### src/rtl/spi_ena_pkg.sv
package spi_ena_pkg;
  typedef enum logic [1:0] {
    ST_IDLE  = 2'd0,
    ST_WAIT  = 2'd1,
    ST_SHIFT = 2'd2
  } eng_state_e;
endpackage

### src/rtl/spi_ena_parity.sv
module spi_ena_parity #(
  parameter int DATA_W = 16,
  parameter int LEN_W  = 5
) (
  input  logic [DATA_W-1:0] data,
  input  logic [LEN_W-1:0]  len,
  input  logic              odd,
  output logic              par
);
  // XOR over the low len bits only; odd polarity seeds with 1
  always_comb begin
    par = odd;
    for (int i = 0; i < DATA_W; i++) begin
      if (i < int'(len)) par = par ^ data[i];
    end
  end
endmodule

### src/rtl/spi_ena_clkdiv.sv
module spi_ena_clkdiv #(
  parameter int PRE_W = 8
) (
  input  logic             clk,
  input  logic             rst_n,
  input  logic             run,
  input  logic [PRE_W-1:0] limit,
  output logic             tick
);
  logic [PRE_W-1:0] cnt_q;

  always_ff @(posedge clk or negedge rst_n) begin
    if (!rst_n)                    cnt_q <= '0;
    else if (!run || cnt_q == limit) cnt_q <= '0;
    else                           cnt_q <= cnt_q + 1'b1;
  end

  assign tick = run && (cnt_q == limit);

  // the half-period counter never passes its limit while running
  p_cnt_in_range_r2: assert property (@(posedge clk) disable iff (!rst_n)
    run |-> (cnt_q <= limit));
endmodule

### src/rtl/spi_ena_waiter.sv
module spi_ena_waiter #(
  parameter int TO_W = 8
) (
  input  logic            clk,
  input  logic            rst_n,
  input  logic            load,
  input  logic [TO_W-1:0] reload,
  input  logic            active,
  input  logic            ena_n,
  output logic            go,
  output logic            expire
);
  logic [TO_W-1:0] left_q;

  always_ff @(posedge clk or negedge rst_n) begin
    if (!rst_n)                      left_q <= '0;
    else if (load)                   left_q <= reload;
    else if (active && left_q != '0) left_q <= left_q - 1'b1;
  end

  assign go     = active && !ena_n;
  assign expire = active && ena_n && (left_q == '0);

  // the budget only shrinks while waiting
  p_budget_down_r7: assert property (@(posedge clk) disable iff (!rst_n)
    ($past(active) && !$past(load)) |-> (left_q <= $past(left_q)));
endmodule

### src/rtl/spi_ena_master.sv
module spi_ena_master
  import spi_ena_pkg::*;
#(
  parameter int DATA_W = 16,
  parameter int LEN_W  = 5,
  parameter int PRE_W  = 8,
  parameter int TO_W   = 8
) (
  input  logic              clk,
  input  logic              rst_n,
  input  logic [LEN_W-1:0]  cfg_len,
  input  logic [PRE_W-1:0]  cfg_prescale,
  input  logic              cfg_parity_en,
  input  logic              cfg_parity_odd,
  input  logic              cfg_wait_ena,
  input  logic [TO_W-1:0]   cfg_timeout,
  input  logic              start_valid,
  output logic              start_ready,
  input  logic [DATA_W-1:0] tx_word,
  output logic              sclk,
  output logic              mosi,
  input  logic              miso,
  input  logic              ena_n,
  output logic [DATA_W-1:0] rx_word,
  output logic              done,
  output logic              rx_err,
  output logic              timeout
);
  localparam int CW = LEN_W + 1;

  function automatic logic pick_bit(input logic [DATA_W-1:0] v, input int pos);
    logic b;
    b = 1'b0;
    for (int i = 0; i < DATA_W; i++) begin
      if (i == pos) b = v[i];
    end
    return b;
  endfunction

  eng_state_e        state_q;
  logic [LEN_W-1:0]  len_q, bcnt_q;
  logic [PRE_W-1:0]  pre_q;
  logic              par_en_q, odd_q, par_rx_q;
  logic [DATA_W-1:0] tx_q, rx_sh_q, rx_word_q;
  logic              sclk_q, mosi_q, done_q, rx_err_q, to_q;

  logic              accept, tick, w_go, w_exp, tx_par, rx_par_exp;
  logic [CW-1:0]     nbits;
  logic              last_bit, more_data, in_data;

  assign start_ready = (state_q == ST_IDLE);
  assign accept      = start_valid && start_ready;
  assign nbits       = {1'b0, len_q} + CW'(par_en_q);
  assign last_bit    = ({1'b0, bcnt_q} == nbits - 1'b1);
  assign more_data   = (({1'b0, bcnt_q} + 1'b1) < {1'b0, len_q});
  assign in_data     = (bcnt_q < len_q);

  spi_ena_waiter #(.TO_W(TO_W)) u_wait (
    .clk(clk), .rst_n(rst_n), .load(accept), .reload(cfg_timeout),
    .active(state_q == ST_WAIT), .ena_n(ena_n), .go(w_go), .expire(w_exp)
  );

  spi_ena_clkdiv #(.PRE_W(PRE_W)) u_div (
    .clk(clk), .rst_n(rst_n), .run(state_q == ST_SHIFT), .limit(pre_q), .tick(tick)
  );

  spi_ena_parity #(.DATA_W(DATA_W), .LEN_W(LEN_W)) u_txpar (
    .data(tx_q), .len(len_q), .odd(odd_q), .par(tx_par)
  );

  spi_ena_parity #(.DATA_W(DATA_W), .LEN_W(LEN_W)) u_rxpar (
    .data(rx_sh_q), .len(len_q), .odd(odd_q), .par(rx_par_exp)
  );

  always_ff @(posedge clk or negedge rst_n) begin
    if (!rst_n) begin
      state_q   <= ST_IDLE;
      len_q     <= '0;
      bcnt_q    <= '0;
      pre_q     <= '0;
      par_en_q  <= 1'b0;
      odd_q     <= 1'b0;
      par_rx_q  <= 1'b0;
      tx_q      <= '0;
      rx_sh_q   <= '0;
      rx_word_q <= '0;
      sclk_q    <= 1'b0;
      mosi_q    <= 1'b0;
      done_q    <= 1'b0;
      rx_err_q  <= 1'b0;
      to_q      <= 1'b0;
    end else begin
      done_q <= 1'b0;
      case (state_q)
        ST_IDLE: begin
          if (accept) begin
            len_q    <= cfg_len;
            pre_q    <= cfg_prescale;
            par_en_q <= cfg_parity_en;
            odd_q    <= cfg_parity_odd;
            tx_q     <= tx_word;
            bcnt_q   <= '0;
            rx_sh_q  <= '0;
            par_rx_q <= 1'b0;
            sclk_q   <= 1'b0;
            rx_err_q <= 1'b0;
            to_q     <= 1'b0;
            if (cfg_wait_ena) begin
              state_q <= ST_WAIT;
            end else begin
              state_q <= ST_SHIFT;
              mosi_q  <= pick_bit(tx_word, int'(cfg_len) - 1);
            end
          end
        end
        ST_WAIT: begin
          if (w_go) begin
            state_q <= ST_SHIFT;
            mosi_q  <= pick_bit(tx_q, int'(len_q) - 1);
          end else if (w_exp) begin
            to_q    <= 1'b1;
            done_q  <= 1'b1;
            state_q <= ST_IDLE;
          end
        end
        ST_SHIFT: begin
          if (tick) begin
            if (!sclk_q) begin
              sclk_q <= 1'b1;
              if (in_data) rx_sh_q  <= {rx_sh_q[DATA_W-2:0], miso};
              else         par_rx_q <= miso;
            end else begin
              sclk_q <= 1'b0;
              if (last_bit) begin
                done_q    <= 1'b1;
                rx_word_q <= rx_sh_q;
                rx_err_q  <= par_en_q && (par_rx_q != rx_par_exp);
                mosi_q    <= 1'b0;
                state_q   <= ST_IDLE;
              end else begin
                bcnt_q <= bcnt_q + 1'b1;
                mosi_q <= more_data ? pick_bit(tx_q, int'(len_q) - 2 - int'(bcnt_q))
                                    : tx_par;
              end
            end
          end
        end
        default: state_q <= ST_IDLE;
      endcase
    end
  end

  assign sclk    = sclk_q;
  assign mosi    = mosi_q;
  assign rx_word = rx_word_q;
  assign done    = done_q;
  assign rx_err  = rx_err_q;
  assign timeout = to_q;

  // SCLK rests low outside the shift phase
  p_sclk_idle_r2: assert property (@(posedge clk) disable iff (!rst_n)
    (state_q != ST_SHIFT) |-> !sclk_q);

  // MOSI holds while SCLK is high
  p_mosi_hold_r3: assert property (@(posedge clk) disable iff (!rst_n)
    (state_q == ST_SHIFT && $past(state_q) == ST_SHIFT && sclk_q) |-> $stable(mosi_q));

  // done is a single-cycle pulse
  p_done_pulse_r10: assert property (@(posedge clk) disable iff (!rst_n)
    done_q |=> !done_q);

  // an expired wait ends in idle with the flag set
  p_expire_ends_r7: assert property (@(posedge clk) disable iff (!rst_n)
    w_exp |=> (state_q == ST_IDLE && to_q && done_q));

  // a parity error can only appear with parity enabled
  p_err_needs_parity_r9: assert property (@(posedge clk) disable iff (!rst_n)
    $rose(rx_err_q) |-> (par_en_q && done_q));

  // timed-out requests never carry a parity error
  p_timeout_clean_r11: assert property (@(posedge clk) disable iff (!rst_n)
    to_q |-> !rx_err_q);
endmodule

### config.mk
export PLATFORM = sky130hd
export DESIGN_NAME = spi_ena_master
export DESIGN_NICKNAME = d
export VERILOG_FILES = /design/src/rtl/spi_ena_pkg.sv /design/src/rtl/spi_ena_parity.sv /design/src/rtl/spi_ena_clkdiv.sv /design/src/rtl/spi_ena_waiter.sv /design/src/rtl/spi_ena_master.sv
export SDC_FILE = /design/constraint.sdc
export NUM_CORES = 1
export LEC_CHECK = 0
export ABC_AREA = 0
export BUFFER_PORTS_ARGS = -buffer_cell sky130_fd_sc_hd__buf_4
export CELL_PAD_IN_SITES_DETAIL_PLACEMENT = 0
export CELL_PAD_IN_SITES_GLOBAL_PLACEMENT = 1
export CORE_MARGIN = 5
export CORE_UTILIZATION = 40
export CTS_CLUSTER_DIAMETER = 200
export DETAILED_ROUTE_END_ITERATION = 8
export PLACE_DENSITY_LB_ADDON = 0.15
export SYNTH_ARGS = -nofsm -noshare
export SYNTH_HDL_FRONTEND = slang
export SYNTH_SLANG_ARGS = --single-unit
export TNS_END_PERCENT = 20
### constraint.sdc
create_clock -name clk -period 2.78 [get_ports clk]
set_clock_uncertainty 0.2 [all_clocks]
set_input_delay 0.139 -clock clk [delete_from_list [all_inputs] [get_ports clk]]
set_output_delay 0.139 -clock clk [all_outputs]
set_load 0.03 [all_outputs]
== Yosys cells after proc, flatten, opt, wreduce, memory -nomap -nowiden ==
Index checks and enable logic that the tools add are counted.

* Register bits: 92
* Output and inout port bits: 22

* Add/subtract/negate cells: 10
* Order comparisons: 18
* Eq/ne operators: 63
* Mux-type cells: 130
* Bitwise logic cells: 32
* Reduce and logical (&&, ||, !) cells: 30

{| class="wikitable"
|+ Operator list
! cell !! count
|-
| 1-bit two-way mux || 103
|-
| 5-bit by 6-bit equality test with 1-bit output, first input constant || 16
|-
| 32-bit zero test || 3
|-
| 16-bit two-way mux || 4
|-
| 5-bit by 7-bit equality test with 1-bit output, first input constant || 8
|-
| 4-bit by 6-bit equality test with 1-bit output, first input constant || 8
|-
| 4-bit by 5-bit < comparator with 1-bit output, first input constant || 8
|-
| 16-bit one-hot mux with 2 select lines || 1
|-
| 1-bit XOR || 32
|-
| 4-bit by 7-bit equality test with 1-bit output, first input constant || 4
|-
| 5-bit AND reduction || 5
|-
| 3-bit by 6-bit equality test with 1-bit output, first input constant || 4
|-
| 8-bit two-way mux || 3
|-
| 2-bit != test, second input constant || 11
|-
| 3-bit by 5-bit < comparator with 1-bit output, first input constant || 4
|-
| 5-bit two-way mux || 4
|-
| 3-bit by 7-bit equality test with 1-bit output, first input constant || 2
|-
| 2-bit two-way mux || 7
|-
| 2-bit by 6-bit equality test with 1-bit output, first input constant || 2
|-
| 5-bit by 1-bit subtractor with 6-bit output, second input constant || 2
|-
| 1-bit by 5-bit < comparator with 1-bit output, first input constant || 2
|-
| 2-bit by 5-bit < comparator with 1-bit output, first input constant || 2
|-
| 1-bit one-hot mux with 2 select lines || 5
|-
| 5-bit one-hot mux with 2 select lines || 1
|-
| other kinds (32) || 42
|}

== Longest topological paths before layout ==
* Depth in word-level cells: 38
* Mapped depth: 13
* Gate-level depth less buffers: 12

== By module ==
A second synthesis with hierarchy kept.

* Cells, all modules: 634
* Area, all modules: 6394.9 um^2

{| class="wikitable"
|+ Modules (own cells, without submodules)
! module !! instances !! cells an instance !! area an instance (um^2) !! sequential area each (um^2)
|-
| spi_ena_master || 1 || 424 || 4514.3 || 1901.8
|-
| spi_ena_waiter || 1 || 62 || 570.5 || 200.2
|-
| spi_ena_clkdiv || 1 || 46 || 500.5 || 200.2
|-
| spi_ena_parity (u_rxpar) || 1 || 51 || 406.6 || 0.0
|-
| spi_ena_parity (u_txpar) || 1 || 51 || 402.9 || 0.0
|}

== Worst setup path after synthesis ==
No wires, ideal clock.

* Path type: register to register
* From: reg len_q[0]
* To: reg rx_word_q[6] (netlist: rx_word[6])
* Setup time: 127 ps
* Data arrival time: 2608 ps
* Data required time: 2453 ps
* Slack: -155 ps
* Cell stages (with the launch flop): 13
* Path buffers: 1
* Clock period less this slack: 2935 ps
* Path through: dfrtp_1 inv_1 ha_1 ha_1 and2_1 o21ai_0 a31oi_1 a2111oi_2 and2_1 inv_2 nor2_8 buf_6 mux2_1

* Cells in the longest elaborated chain, start to end: 4

{| class="wikitable"
|+ Ends and longest elaborated chain
! element !! RTL line !! RTL
|-
| start, declared || spi_ena_master.sv:41 || <nowiki>logic [LEN_W-1:0] len_q, bcnt_q;</nowiki>
|-
| start signal, assigned || spi_ena_master.sv:97 || <nowiki>len_q <= cfg_len;</nowiki>
|-
| 5-bit by 1-bit adder with 6-bit output || spi_ena_master.sv:53 || <nowiki>assign nbits = {1'b0, len_q} + CW'(par_en_q);</nowiki>
|-
| 6-bit by 1-bit subtractor with 6-bit output || spi_ena_master.sv:54 || <nowiki>assign last_bit = ({1'b0, bcnt_q} == nbits - 1'b1);</nowiki>
|-
| 5-bit by 6-bit equality test with 1-bit output || spi_ena_master.sv:54 ||
|-
| 4-bit AND reduction (no line) || - ||
|-
| end signal, assigned || spi_ena_master.sv:136 || <nowiki>rx_word_q <= rx_sh_q;</nowiki>
|-
| end, declared || spi_ena_master.sv:44 || <nowiki>logic [DATA_W-1:0] tx_q, rx_sh_q, rx_word_q;</nowiki>
|}

Every way passes these cells.
A chain may end at the register's enable or synchronous reset.

== Worst setup path after layout ==
* From: reg len_q[1]
* To: reg mosi_q (netlist: mosi)

* Cells in the longest elaborated chain, start to end: 37

{| class="wikitable"
|+ Ends and longest elaborated chain
! element !! RTL line !! RTL
|-
| 1-bit by 5-bit < comparator with 1-bit output || spi_ena_parity.sv:14 || <nowiki>if (i < int'(len)) par = par ^ data[i];</nowiki>
|-
| 1-bit two-way mux || spi_ena_parity.sv:14 ||
|-
| 1-bit XOR || spi_ena_parity.sv:14 ||
|-
| 1-bit two-way mux || spi_ena_parity.sv:14 ||
|-
| 1-bit XOR || spi_ena_parity.sv:14 ||
|-
| 1-bit two-way mux || spi_ena_parity.sv:14 ||
|-
| 1-bit XOR || spi_ena_parity.sv:14 ||
|-
| 1-bit two-way mux || spi_ena_parity.sv:14 ||
|-
| [21 not listed] || - ||
|-
| 1-bit two-way mux || spi_ena_parity.sv:14 ||
|-
| 1-bit XOR || spi_ena_parity.sv:14 ||
|-
| 1-bit two-way mux || spi_ena_parity.sv:14 ||
|-
| 1-bit two-way mux || spi_ena_master.sv:142 || <nowiki>mosi_q <= more_data ? pick_bit(tx_q, int'(len_q) - 2 - int'(bcnt_q))</nowiki>
|-
| 1-bit two-way mux || spi_ena_master.sv:134 || <nowiki>if (last_bit) begin</nowiki>
|-
| 1-bit two-way mux || spi_ena_master.sv:128 || <nowiki>if (!sclk_q) begin</nowiki>
|-
| 1-bit two-way mux || spi_ena_master.sv:127 || <nowiki>if (tick) begin</nowiki>
|-
| 1-bit one-hot mux with 3 select lines (*) || spi_ena_master.sv:94 || <nowiki>case (state_q)</nowiki>
|-
| end signal, assigned || spi_ena_master.sv:112 || <nowiki>mosi_q <= pick_bit(tx_word, int'(cfg_len) - 1);</nowiki>
|-
| end signal, assigned || spi_ena_master.sv:119 || <nowiki>mosi_q <= pick_bit(tx_q, int'(len_q) - 1);</nowiki>
|-
| end signal, assigned || spi_ena_master.sv:142 ||
|-
| end, declared || spi_ena_master.sv:45 || <nowiki>logic sclk_q, mosi_q, done_q, rx_err_q, to_q;</nowiki>
|}

Every way passes the cells marked *; elsewhere a longest branch is shown, timed or not. The select of a mux whose other input is x is not followed.

==> impl_metrics.py <==
metrics = {
    "sta": {
        "fmax_mhz": 354,
        "hold_violations": 0,
        "rsz0062_at_grt": "yes",
        "setup_slack_ns": -0.0474,
        "worst_slew_pin_slew_ns": 0.627,
        "setup_tns_ns": -0.0474,
        "min_period_over_period": 1.02,
        "relSlewSlack": 0.582,
        "layout_min_cycle_time_ns": 2.83,
        "drv_slew": 0,
        "setup-violations-final": 1,
    },
    "setup_path": {
        "worstSetupEndpointType": "register",
        "cp_max_fo": 8,
        "cp_cell_sequence": "inv_4 > ha_2 > inv_1 > ha_4 > o21ai_0 > nor2b_1 > xnor2_1 > mux2_4 > nor3_1 > or4_1 > o21a_1",
        "cp_num_buf_inv": 2,
        "cp.required_ns": 2.82,
        "startpoint_type": "register",
        "critPathMaxStageDelay_ns": 0.39,
        "critPathArrivalTime_ns": 2.86,
        "crit_type": "register to register",
        "slowest_stage": "dfrtp_1",
        "cpLargestDelayFamily": "adder cells",
    },
    "routing": {
        "drtIter0Drc": 282,
        "ant_nets": 0,
        "drt-vias-per-instance": 5.41,
        "dr.pass1.iters": 6,
        "wl_per_cell_microns": 17.6,
        "route.detailed.drc": 0,
        "routed_wl_microns": 15800,
        "vias": 4856,
    },
    "clock_tree": {
        "clock_latency_ns": 0.35,
        "cts_made_buffers": 9,
        "cts.clk_slew.worst_paths_ns": 0.06,
        "cts_tree": "done",
        "cts.sinks": 92,
        "clockBufferDepth": 2,
        "ctsRootBufferMaster": "clkbuf_16",
        "htreeDepth": 3,
    },
    "logic_synthesis": {
        "post_synth.cell_area_avg_sq_um": 10.3,
        "synth_cell_type_count": 68,
        "ys_seq_elements": 92,
        "yosys.area.top_type": "dfrtp_1",
        "syn_inst": 567,
        "syn_area_sq_um": 5830,
        "ys_seq_area_frac": 0.395,
        "synth_edf_count": 0,
        "synth_top_area_share": 0.395,
        "synth_flop_cell": "dfrtp_1",
        "synth.area.top_cells": "dfrtp_1, mux2_2, ha_1",
        "synthArstFlopShare": 1.00,
        "yosys_warnings": 0,
        "synth_fp_nets": 643,
    },
    "flow_run": {
        "drv_cap": 0,
    },
    "floorplan": {
        "die_area_sq_um": 17100,
        "initial_core_util": 0.404,
        "core_sq_um": 14400,
        "rows": 44,
        "die_h_microns": 131,
        "die_w_microns": 131,
        "pin_count": 67,
    },
    "status": {
        "violations": "negative setup slack",
        "status": "finished, violations left",
    },
    "cells_and_area": {
        "syn2layout_area_growth_pct": 32.0,
        "fill_cells": 1328,
        "nets": 785,
        "instances_no_fill": 898,
        "drive_above_1_share": 0.278,
        "multi_input_area_sq_um": 3420,
        "final-seq-area_sq_um": 2300,
    },
    "global_routing": {
        "grt_max_degree": 49,
        "grt_pass1_wl_microns": 25700,
        "track_usage": 0.194,
        "antenna_found_initial": 0,
        "grt_pass1_vias": 4899,
        "overflow": 0,
    },
    "placed_design": {
        "dp.final_hpwl_microns": 11500,
        "portBuffers": 66,
        "dp_cells": 831,
        "routabilityCongestion": 0.877,
    },
    "pwr": {
        "p_per_area_nw_per_um2": 1110,
        "ir_worst_vdd_mv": 0.598,
        "p_leak_nw": 3.46,
    },
    "min_path": {
        "hold_path.class": "input port to async pin",
    },
}
## kinds of logic after synthesis
group / after synthesis / synth area share
buf+inv: 53 / 0.0386
fa+ha+maj: 32 / 0.0695
simple gates: 135 / 0.122
xor+xnor: 54 / 0.0858
mux: 64 / 0.132
flops: 92 / 0.395
compound gates: 137 / 0.158
## area by class of cell
cell class / count / share of cell area
clock inverters: 5 / 0.0140
flip-flops and latches: 92 / 0.299
repair buffers: 153 / 0.167
well taps: 184 / 0.0299
diodes: 1 / 0.000325
inverters: 29 / 0.0148
multi-input cells: 424 / 0.444
clock buffers: 10 / 0.0310
## power by group
| group | leakage, nW | internal (mW) | switching (mW) | total (mW) |
|---|---|---|---|---|
| Combinational | 2.10 | 2.50 | 2.43 | 4.93 |
| Sequential | 1.18 | 1.70 | 0.507 | 2.20 |
| Clock | 0.169 | 0.903 | 0.528 | 1.43 |
| Total | 3.46 | 5.09 | 3.47 | 8.56 |
## cells in the final DEF, fill, tap and decap left out, drive strengths merged, types with 3 or more instances in the layout
cell type	synthesis	layout
nand4	7	7
nand2	24	24
ha	30	30
nor2	38	40
o31ai	4	4
a31oi	4	4
or4	4	4
xor2	15	15
o211ai	6	6
nor3	11	11
bufinv	0	3
buf	10	109
a211oi	4	4
a22o	21	21
a21oi	36	36
a2111oi	4	4
o21a	4	4
mux4	5	5
nor2b	5	5
and2	6	6
mux2i	8	8
nor3b	3	3
nand2b	9	9
o22ai	5	5
clkbuf	14	10
dlygate4sd3	0	44
o21ai	29	29
a21o	4	4
or2	3	3
inv	29	30
nand3	12	12
xnor2	37	37
dfrtp	92	92
mux2	51	51
or3	4	4
## state kept, by name, indices dropped and copies added, names as in the netlist
name / count
timeout: 1
odd_q: 1
par_rx_q: 1
len_q: 5
rx_err: 1
sclk: 1
mosi: 1
rx_word: 16
pre_q: 8
state_q: 2
rx_sh_q: 16
u_wait.left_q: 8
u_div.cnt_q: 8
done: 1
tx_q: 16
bcnt_q: 5
par_en_q: 1
## through the flow
stage,total power [mW],instance area [sq um],worst slack [ns],util,hold WS [ns]
global placement,6.83,6780,0.00293,0.470,-0.00778
detailed placement,6.92,6780,-0.0487,0.470,-0.000174
floorplan,5.49,5850,-0.0175,-,-0.357
finish,8.56,7700,-0.0474,0.534,0.152
global route,9.17,7700,-0.143,0.534,0.219
CTS,8.53,7640,-0.00628,0.530,0.174
## Yosys cell counts (all sizes together), types with 2 or more instances
cell type,number
mux4,5
a21o,4
nor2b,5
mux2,51
nor3b,3
a31oi,4
o211ai,6
nand4,7
and2,6
clkbuf,14
buf,10
a22o,21
and3,2
o21a,4
xnor2,37
or4,4
xnor3,2
ha,30
nor2,38
xor2,15
nand2,24
a21oi,36
o31ai,4
a22oi,2
or3,4
o22ai,5
nand3,12
a2111oi,4
mux2i,8
inv,29
o21ai,29
dfrtp,92
nor3,11
a211o,2
nor4,2
nand2b,9
o221ai,2
or2,3
a211oi,4
## what timing repair did
item / CTS / global route
hold buffers: 44 / 0
setup buffers: 5 / 0
gates cloned: 1 / 1
setup endpoints to repair: 21 / 42
pin swaps: 4 / 4
gates resized for setup: 8 / 9
endpoints found under the hold margin: 92 / 0
## final timing paths
path / slack, ns / startpoint / to / depth (start not counted)
worst max register to register: -0.05 / len_q[1] / mosi / 11
worst min-delay path: 0.15 / rst_n / rx_word[11] / 2
min in group clk: 0.28 / rx_word[11] / rx_word[11] / 1
worst min register to register: 0.28 / rx_word[11] / rx_word[11] / 1
worst max-delay path: -0.05 / len_q[1] / mosi / 11
max in group asynchronous: 1.53 / rst_n / tx_q[9] / 3
## per-layer routing
layer	vias to the layer above	routed length, microns	GRT usage
li1	2350	-	-
met5	-	0	0
met3	20	625	0.0350
met2	99	7730	0.325
met1	2387	7180	0.255
met4	0	288	0.0635
## worst reg2reg max path, cell delays in order, from the launching register on
cell	delay, ns
dfrtp_1	0.39
inv_4	0.08
ha_2	0.32
inv_1	0.06
ha_4	0.29
o21ai_0	0.11
nor2b_1	0.16
xnor2_1	0.27
mux2_4	0.22
nor3_1	0.04
or4_1	0.39
o21a_1	0.17
No activity file was read; power rests on OpenSTA's default activity.
